<file path="config.mk">
export PLATFORM = sky130hd
export DESIGN_NAME = tmr_pm_ctrl
export DESIGN_NICKNAME = d
export VERILOG_FILES = /design/src/rtl/tmr_pm_pkg.sv /design/src/rtl/tmr_pm_cfg_reg.sv /design/src/rtl/tmr_pm_idle_fsm.sv /design/src/rtl/tmr_pm_ctrl.sv
export SDC_FILE = /design/constraint.sdc
export NUM_CORES = 1
export LEC_CHECK = 0
export CAP_MARGIN = 10
export CORE_AREA = 2 2 39 41
export DETAILED_ROUTE_END_ITERATION = 8
export DIE_AREA = 0 0 41 43
export DONT_BUFFER_PORTS = 1
export GPL_ROUTABILITY_DRIVEN = 0
export MAX_ROUTING_LAYER = met4
export PLACE_DENSITY = 0.73
export SYNTH_ARGS = -nofsm -noshare
export SYNTH_HDL_FRONTEND = slang
export SYNTH_HIERARCHICAL = 1
export SYNTH_SLANG_ARGS = --single-unit
</file>
<file path="constraint.sdc">
create_clock -name clk -period 1.6 [get_ports clk]
set_input_delay 0.24 -clock clk [delete_from_list [all_inputs] [get_ports clk]]
set_output_delay 0.24 -clock clk [all_outputs]
set_load 0.03 [all_outputs]
</file>
<file path="src/rtl/tmr_pm_pkg.sv">
package tmr_pm_pkg;

    typedef enum logic [1:0] {
        IDLE_FORCE      = 2'd0,
        IDLE_NEVER      = 2'd1,
        IDLE_SMART      = 2'd2,
        IDLE_SMART_WAKE = 2'd3
    } idle_pol_e;

    typedef enum logic [1:0] {
        HS_RUN  = 2'd0,
        HS_WAIT = 2'd1,
        HS_ACK  = 2'd2
    } hs_state_e;

endpackage

</file>
<file path="src/rtl/tmr_pm_cfg_reg.sv">
module tmr_pm_cfg_reg
    import tmr_pm_pkg::*;
#(
    parameter int ADDR_W      = 8,
    parameter int DATA_W      = 32,
    parameter int CFG_ADDR    = 'h10,
    parameter int SRST_CYCLES = 4
) (
    input  logic              clk,
    input  logic              rst_n,
    input  logic              wr,
    input  logic [ADDR_W-1:0] addr,
    input  logic [DATA_W-1:0] wdata,
    output logic [DATA_W-1:0] rdata,
    output idle_pol_e         mode,
    output logic              run_free,
    output logic              srst_busy
);
    localparam int CNT_W = $clog2(SRST_CYCLES + 1);
    localparam logic [ADDR_W-1:0] HIT_ADDR = ADDR_W'(CFG_ADDR);

    typedef struct packed {
        idle_pol_e        mode;
        logic             run_free;
        logic [CNT_W-1:0] cnt;
    } cfg_t;

    cfg_t cfg_d, cfg_q;
    logic hit;
    logic unused_wdata_hi;

    assign unused_wdata_hi = ^wdata[DATA_W-1:4];
    assign hit             = (addr == HIT_ADDR);

    always_comb begin
        cfg_d = cfg_q;
        if (cfg_q.cnt != '0) begin
            cfg_d.cnt      = cfg_q.cnt - CNT_W'(1);
            cfg_d.mode     = IDLE_FORCE;
            cfg_d.run_free = 1'b0;
        end else if (wr && hit) begin
            if (wdata[0]) begin
                cfg_d.cnt      = CNT_W'(SRST_CYCLES);
                cfg_d.mode     = IDLE_FORCE;
                cfg_d.run_free = 1'b0;
            end else begin
                cfg_d.mode     = idle_pol_e'(wdata[3:2]);
                cfg_d.run_free = wdata[1];
            end
        end
    end

    always_ff @(posedge clk or negedge rst_n) begin
        if (!rst_n) begin
            cfg_q <= '{mode: IDLE_FORCE, run_free: 1'b0, cnt: '0};
        end else begin
            cfg_q <= cfg_d;
        end
    end

    assign mode      = cfg_q.mode;
    assign run_free  = cfg_q.run_free;
    assign srst_busy = (cfg_q.cnt != '0);

    always_comb begin
        rdata = '0;
        if (hit) begin
            rdata[3:0] = {cfg_q.mode, cfg_q.run_free, srst_busy};
        end
    end

endmodule

</file>
<file path="src/rtl/tmr_pm_idle_fsm.sv">
module tmr_pm_idle_fsm
    import tmr_pm_pkg::*;
#(
    parameter bit WAKE_EN = 1'b1
) (
    input  logic      clk,
    input  logic      rst_n,
    input  idle_pol_e mode,
    input  logic      idle_req,
    input  logic      core_busy,
    input  logic      wake_evt,
    output logic      idle_ack,
    output logic      wake_req
);
    typedef struct packed {
        hs_state_e st;
        logic      wake;
    } hs_t;

    hs_t  hs_d, hs_q;
    logic wake_ok;

    generate
        if (WAKE_EN) begin : g_wake
            assign wake_ok = (mode == IDLE_SMART_WAKE);
        end else begin : g_nowake
            assign wake_ok = 1'b0;
        end
    endgenerate

    always_comb begin
        hs_d = hs_q;
        unique case (mode)
            IDLE_FORCE: hs_d.st = idle_req ? HS_ACK : HS_RUN;
            IDLE_NEVER: hs_d.st = HS_RUN;
            default: begin
                if (!idle_req) begin
                    hs_d.st = HS_RUN;
                end else if (hs_q.st == HS_ACK) begin
                    hs_d.st = HS_ACK;
                end else if (!core_busy) begin
                    hs_d.st = HS_ACK;
                end else begin
                    hs_d.st = HS_WAIT;
                end
            end
        endcase
        hs_d.wake = wake_ok && (hs_q.st == HS_ACK) && idle_req && wake_evt;
    end

    always_ff @(posedge clk or negedge rst_n) begin
        if (!rst_n) begin
            hs_q <= '{st: HS_RUN, wake: 1'b0};
        end else begin
            hs_q <= hs_d;
        end
    end

    assign idle_ack = (hs_q.st == HS_ACK);
    assign wake_req = hs_q.wake;

endmodule

</file>
<file path="src/rtl/tmr_pm_ctrl.sv">
module tmr_pm_ctrl
    import tmr_pm_pkg::*;
#(
    parameter int ADDR_W      = 8,
    parameter int DATA_W      = 32,
    parameter int CFG_ADDR    = 'h10,
    parameter int SRST_CYCLES = 4,
    parameter bit WAKE_EN     = 1'b1
) (
    input  logic              clk,
    input  logic              rst_n,
    input  logic              bus_wr,
    input  logic [ADDR_W-1:0] bus_addr,
    input  logic [DATA_W-1:0] bus_wdata,
    output logic [DATA_W-1:0] bus_rdata,
    input  logic              idle_req,
    input  logic              core_busy,
    input  logic              wake_evt,
    input  logic              suspend_in,
    output logic              idle_ack,
    output logic              wake_req,
    output logic              freeze,
    output logic              core_rst
);
    idle_pol_e cfg_mode;
    logic      cfg_run_free;
    logic      cfg_srst;

    tmr_pm_cfg_reg #(
        .ADDR_W     (ADDR_W),
        .DATA_W     (DATA_W),
        .CFG_ADDR   (CFG_ADDR),
        .SRST_CYCLES(SRST_CYCLES)
    ) u_cfg (
        .clk      (clk),
        .rst_n    (rst_n),
        .wr       (bus_wr),
        .addr     (bus_addr),
        .wdata    (bus_wdata),
        .rdata    (bus_rdata),
        .mode     (cfg_mode),
        .run_free (cfg_run_free),
        .srst_busy(cfg_srst)
    );

    tmr_pm_idle_fsm #(
        .WAKE_EN(WAKE_EN)
    ) u_fsm (
        .clk      (clk),
        .rst_n    (rst_n),
        .mode     (cfg_mode),
        .idle_req (idle_req),
        .core_busy(core_busy),
        .wake_evt (wake_evt),
        .idle_ack (idle_ack),
        .wake_req (wake_req)
    );

    assign freeze   = suspend_in && !cfg_run_free;
    assign core_rst = cfg_srst;

endmodule

</file>
Word level (Yosys, flattened, before mapping)
Index checks and enable logic that the tools add are counted.
Widths: inputs -> output; s select.
- bits in writable memories: 0
- register bits after elaboration: 9
- word-level logic and storage cells: 31
- memories: 0
- bits in latches: 0
- ROM bits: 0
- bits of input ports: 47
- multiplexer cells: 10
- $mul: 0
- eq/ne operators: 4
- shifts and indexed selects: 0
- magnitude comparators: 0
- div/mod/pow operators: 0
- reductions and logical operators: 11
- $add $sub $neg: 1
- bitwise operators: 0
- operators by type and width (cell ; count):
    $mux 6 ; 2
    $eq 8x5->1 const B ; 1
    $mux 2 ; 4
    $mux 3 ; 2
    $logic_and 1x1->1 ; 5
    $eq 2x2->1 const B ; 2
    $mux 4 ; 1
    $pmux 2 s2 ; 1
    $reduce_bool 2->1 ; 2
    $reduce_bool 3->1 ; 1
    $sub 3x1->3 const B ; 1
    $eq 2x1->1 const B ; 1
    $logic_not 2->1 ; 1
    $reduce_and 2->1 ; 1
    $logic_not 1->1 ; 1

Longest topological paths before layout
- word-level depth: 4
- gate-level depth with buffers: 5
- gate-level depth less buffers: 5

Hierarchy
Netlist, hierarchy kept.
- by module, submodules not included (module ; area each (µm²) ; instances ; cells each ; sequential area each (µm²)):
    tmr_pm_cfg_reg ; 615.6 ; 1 ; 67 ; 150.1
    tmr_pm_idle_fsm ; 138.9 ; 1 ; 12 ; 75.1
    tmr_pm_ctrl ; 13.8 ; 1 ; 1 ; 0.0

Worst setup path after synthesis
Ideal clock, no wire load.
- path type: register to register
- from: register u_cfg/cfg_q[0] in the netlist's numbering
- to: register u_cfg/cfg_q[1] in the netlist's numbering
- cell stages (with the launch flop): 6
- arrival: 1.344 ns
- period minus slack after synthesis: 1.464 ns
- required time: 1.480 ns
- buffers on the path: 0
- slack: 0.136 ns
- cells stage by stage: dfrtp_1 -> nor2_1 -> ha_1 -> inv_2 -> a41o_2 -> a31o_1
- word-level cells in the longest chain between the ends: 3
- elaborated cells between the ends (all ways): 6
- ends and longest elaborated chain (element ; RTL line ; RTL):
    start, declared ; tmr_pm_cfg_reg.sv:28 ; cfg_t cfg_d, cfg_q;
    start signal, assigned ; tmr_pm_cfg_reg.sv:55 ; cfg_q <= '{mode: IDLE_FORCE, run_free: 1'b0, cnt: '0};
    start signal, assigned ; tmr_pm_cfg_reg.sv:57 ; cfg_q <= cfg_d;
    $reduce_bool 3->1 * ; - ;
    via core_rst ; tmr_pm_ctrl.sv:23 ; output logic core_rst
    $reduce_bool 2->1 (no source line) ; - ;
    $reduce_and 2->1 (no source line) ; - ;
The timed path passes the listed nets; every way through them passes the cells marked *.
A chain may end at the register's enable or synchronous reset.

Worst setup path in the final report
- from: register u_cfg/cfg_q[0] in the netlist's numbering
- to: output port bus_rdata[0]
- word-level cells in the longest chain between the ends: 2
- ends and longest elaborated chain (element ; RTL line ; RTL):
    $reduce_bool 3->1 ; tmr_pm_cfg_reg.sv:63 ; assign srst_busy = (cfg_q.cnt != '0);
    $mux 4 ; tmr_pm_cfg_reg.sv:67 ; if (hit) begin
    end, declared ; tmr_pm_ctrl.sv:15 ; output logic [DATA_W-1:0] bus_rdata,
Every way passes these cells.

==> flow_results.xml <==
<?xml version="1.0" encoding="UTF-8"?>
<metrics>
  <group name="critical_path">
    <metric name="largest_delay_contributor_family_on_the_critical_path" unit="">flip-flops</metric>
    <metric name="crit_path_category" unit="">reg -&gt; out</metric>
    <metric name="crit_path_max_incr_delay" unit="ps">410</metric>
    <metric name="critical_path_required" unit="ps">1360</metric>
    <metric name="cp.buffers_inverters" unit="">1</metric>
    <metric name="critPathMaxFanout" unit="">5</metric>
    <metric name="path_cells" unit="">nor2_1, ha_2, inv_2, and3_2</metric>
    <metric name="critPathArrivalTime" unit="ps">1310</metric>
    <metric name="setup.worst_path.start_class" unit="">flip-flop</metric>
    <metric name="critPathCaptureType" unit="">output pin</metric>
    <metric name="slowest_stage" unit="">sky130_fd_sc_hd__dfrtp_1</metric>
  </group>
  <group name="floorplan">
    <metric name="fp.dieW" unit="um">41</metric>
    <metric name="floorplan.die.height" unit="um">43</metric>
    <metric name="die_area" unit="um^2">1760</metric>
    <metric name="rows" unit="">14</metric>
    <metric name="ioPinCount" unit="">83</metric>
    <metric name="start_util" unit="%">55.5</metric>
    <metric name="core_area" unit="um^2">1380</metric>
  </group>
  <group name="routing">
    <metric name="routed.top_layer" unit="">met4</metric>
    <metric name="met2WireLength" unit="um">658</metric>
    <metric name="remaining_drc_errors" unit="">0</metric>
    <metric name="antenna_left" unit="">0</metric>
    <metric name="drt_iter0_markers" unit="">8</metric>
    <metric name="wire_per_inst" unit="um">11.1</metric>
    <metric name="drt-met1-wl" unit="um">394</metric>
    <metric name="dr_wl_met3" unit="um">75</metric>
    <metric name="postRouteWirelength" unit="mm">1.14</metric>
    <metric name="vias" unit="">462</metric>
    <metric name="post_drt_via_cell_ratio" unit="">4.53</metric>
    <metric name="detail_route.first_pass.iterations" unit="">2</metric>
  </group>
  <group name="clock_tree">
    <metric name="tritoncts_clock_tree" unit="">done</metric>
    <metric name="clock_path_buffers" unit="">2</metric>
    <metric name="cts.sinks" unit="">9</metric>
    <metric name="insertion_delay" unit="ps">250</metric>
    <metric name="htree_levels" unit="">1</metric>
    <metric name="numCtsBuffers" unit="">3</metric>
    <metric name="clock-root-buffer" unit="">sky130_fd_sc_hd__clkbuf_4</metric>
    <metric name="worst_setup_hold_path_clk_slew" unit="ps">60</metric>
  </group>
  <group name="pwr">
    <metric name="power.density_cell_area" unit="nW/um^2">1200</metric>
    <metric name="leakage" unit="nW">0.395</metric>
    <metric name="ir_worst_vdd" unit="mV">0.749</metric>
  </group>
  <group name="synth">
    <metric name="synth_cells" unit="">80</metric>
    <metric name="post_synthesis_instance_area" unit="um^2">768</metric>
    <metric name="yosysWarningCount" unit="">6</metric>
    <metric name="ys_seq_area_share" unit="%">29.3</metric>
    <metric name="avgSynthCellArea" unit="um^2">9.60</metric>
    <metric name="number_of_storage_elements_in_the_synthesis_netlist" unit="">9</metric>
    <metric name="distinct_cells_synth" unit="">25</metric>
  </group>
  <group name="worst_hold_path">
    <metric name="hold_class" unit="">in -&gt; reg</metric>
  </group>
  <group name="cells_and_area">
    <metric name="post_route_cells_drive_above_1_share" unit="%">20.9</metric>
    <metric name="most-common-layout-cells" unit="">sky130_fd_sc_hd__conb_1 (28), sky130_fd_sc_hd__dfrtp_1 (9), sky130_fd_sc_hd__nand2_1 (8), sky130_fd_sc_hd__mux2i_1 (5)</metric>
    <metric name="flow.area_growth_from_synthesis" unit="%">-4.56</metric>
    <metric name="design.final.nets" unit="">135</metric>
    <metric name="antenna-diode-count" unit="">0</metric>
    <metric name="layout_commonest_cell" unit="">sky130_fd_sc_hd__conb_1</metric>
  </group>
  <group name="global_route">
    <metric name="gr-usage-all-layers" unit="%">14.6</metric>
    <metric name="via_count_of_the_first_global_routing_pass" unit="">381</metric>
    <metric name="overflow" unit="">0</metric>
    <metric name="grt_start_max_net_pins" unit="">10</metric>
    <metric name="number_of_antenna_violations_at_the_first_check_in_global_routing" unit="">0</metric>
    <metric name="global_route_wire_length_before_repair" unit="mm">1.61</metric>
  </group>
  <group name="timing">
    <metric name="finalSetupViolations" unit="">0</metric>
    <metric name="final-hold-violation-count" unit="">0</metric>
    <metric name="final_min_period_over_clock_period" unit="%">96.8</metric>
    <metric name="min_period" unit="ps">1550</metric>
    <metric name="fin_hold_ws" unit="ps">117</metric>
    <metric name="setup_ws" unit="ps">51.4</metric>
    <metric name="max_clock_freq" unit="MHz">646</metric>
    <metric name="timing.clock.skew" unit="ps">4.09</metric>
    <metric name="final-max-slew-violation-count" unit="">0</metric>
  </group>
  <group name="outcome">
    <metric name="run_status" unit="">complete, no violations</metric>
  </group>
  <group name="placed_design">
    <metric name="place_ws" unit="ps">213</metric>
    <metric name="dp_hpwl" unit="um">932</metric>
    <metric name="place.port_buffers" unit="">0</metric>
  </group>
  <group name="flow_run">
    <metric name="max_cap_violations" unit="">0</metric>
  </group>
</metrics>
## kinds of logic after synthesis
group | after synthesis | share of synthesized area (%)
simple gates | 24 | 24.8
buf+inv | 35 | 31.8
mux | 5 | 6.51
other cells | 1 | 0.488
compound gates | 5 | 5.54
fa+ha+maj | 1 | 1.63
flops | 9 | 29.3
## layout make-up
cell class,instances,area (um^2)
clock buffer,4,26.3
fill,133,651
multi-input combinational,63,403
timing repair buffer,5,40.0
tap,16,20.0
sequential,9,225
inverter,5,18.8
## routing by layer
layer | track usage [%] | up-vias
met5 | - | -
met4 | 6.00 | 0
met3 | 7.85 | 2
met2 | 21.9 | 18
met1 | 15.4 | 218
li1 | - | 224
## synthesized netlist by cell type (all sizes together)
cell    number  area share [%]
a31oi        1            0.81
nor3b        1            0.98
and3b        1             1.1
a31o         1             1.1
conb         1            0.49
ha           1             1.6
nor4b        1             3.1
nor2b        3             4.4
nand2        8             3.9
o221a        1             1.5
inv          5             2.4
buf         30              29
nand3        1             1.3
o21ai        1            0.65
nor2         2            0.98
nand3b       1            0.98
and3         4             3.6
dfrtp        9              29
mux2i        5             6.5
nor4         2             4.4
a41o         1             1.5
## power by group
| part | leakage [nW] | internal [mW] | total [mW] | switching, mW |
|---|---|---|---|---|
| Combinational | 0.263 | 0.170 | 0.424 | 0.254 |
| Sequential | 0.118 | 0.269 | 0.294 | 0.0243 |
| Clock | 0.0150 | 0.0954 | 0.165 | 0.0691 |
## worst paths after layout
check / start / slack, ps / depth (start not counted) / to
setup / recovery: u_cfg/cfg_q[0]$_DFFE_PN0P_ / 50 / 4 / bus_rdata[0]
hold / removal: bus_wdata[2] / 120 / 2 / u_cfg/mode[0]$_DFFE_PN0P_
setup reg to reg: u_cfg/cfg_q[0]$_DFFE_PN0P_ / 190 / 5 / u_cfg/cfg_q[1]$_DFFE_PN0P_
hold reg to reg: u_fsm/hs_q[1]$_DFF_PN0_ / 500 / 1 / u_fsm/wake_req$_DFF_PN0_
max in group asynchronous: rst_n / 960 / 1 / u_cfg/cfg_q[2]$_DFFE_PN0P_
min in group asynchronous: rst_n / 350 / 1 / u_fsm/hs_q[1]$_DFF_PN0_
## registers in the layout, summed over array words and instances (netlist names)
register        flops
u_fsm/hs_q          2
u_fsm/wake_req      1
u_cfg/mode          2
u_cfg/cfg_q         3
u_cfg/run_free      1
## repair_timing
item | in CTS | in global routing
hold buffers | 1 | 0
endpoints found under the setup margin | 0 | 1
endpoints found under the hold margin | 9 | 0
gates resized for setup | 0 | 1
buffers inserted | 0 | 2
## stage by stage
step	setup TNS, ps	power, mW	std cells	cell area [um^2]	utilization [%]
detailed placement	0	0.669	95	679	49.1
global route	-36.8	0.961	102	733	53.0
floorplan	0	0.648	107	870	-
global placement	0	0.658	95	679	49.1
CTS	0	0.847	100	716	51.7
finish	0	0.882	102	733	53.0
Note: power is estimated with default switching activity, not from simulation.
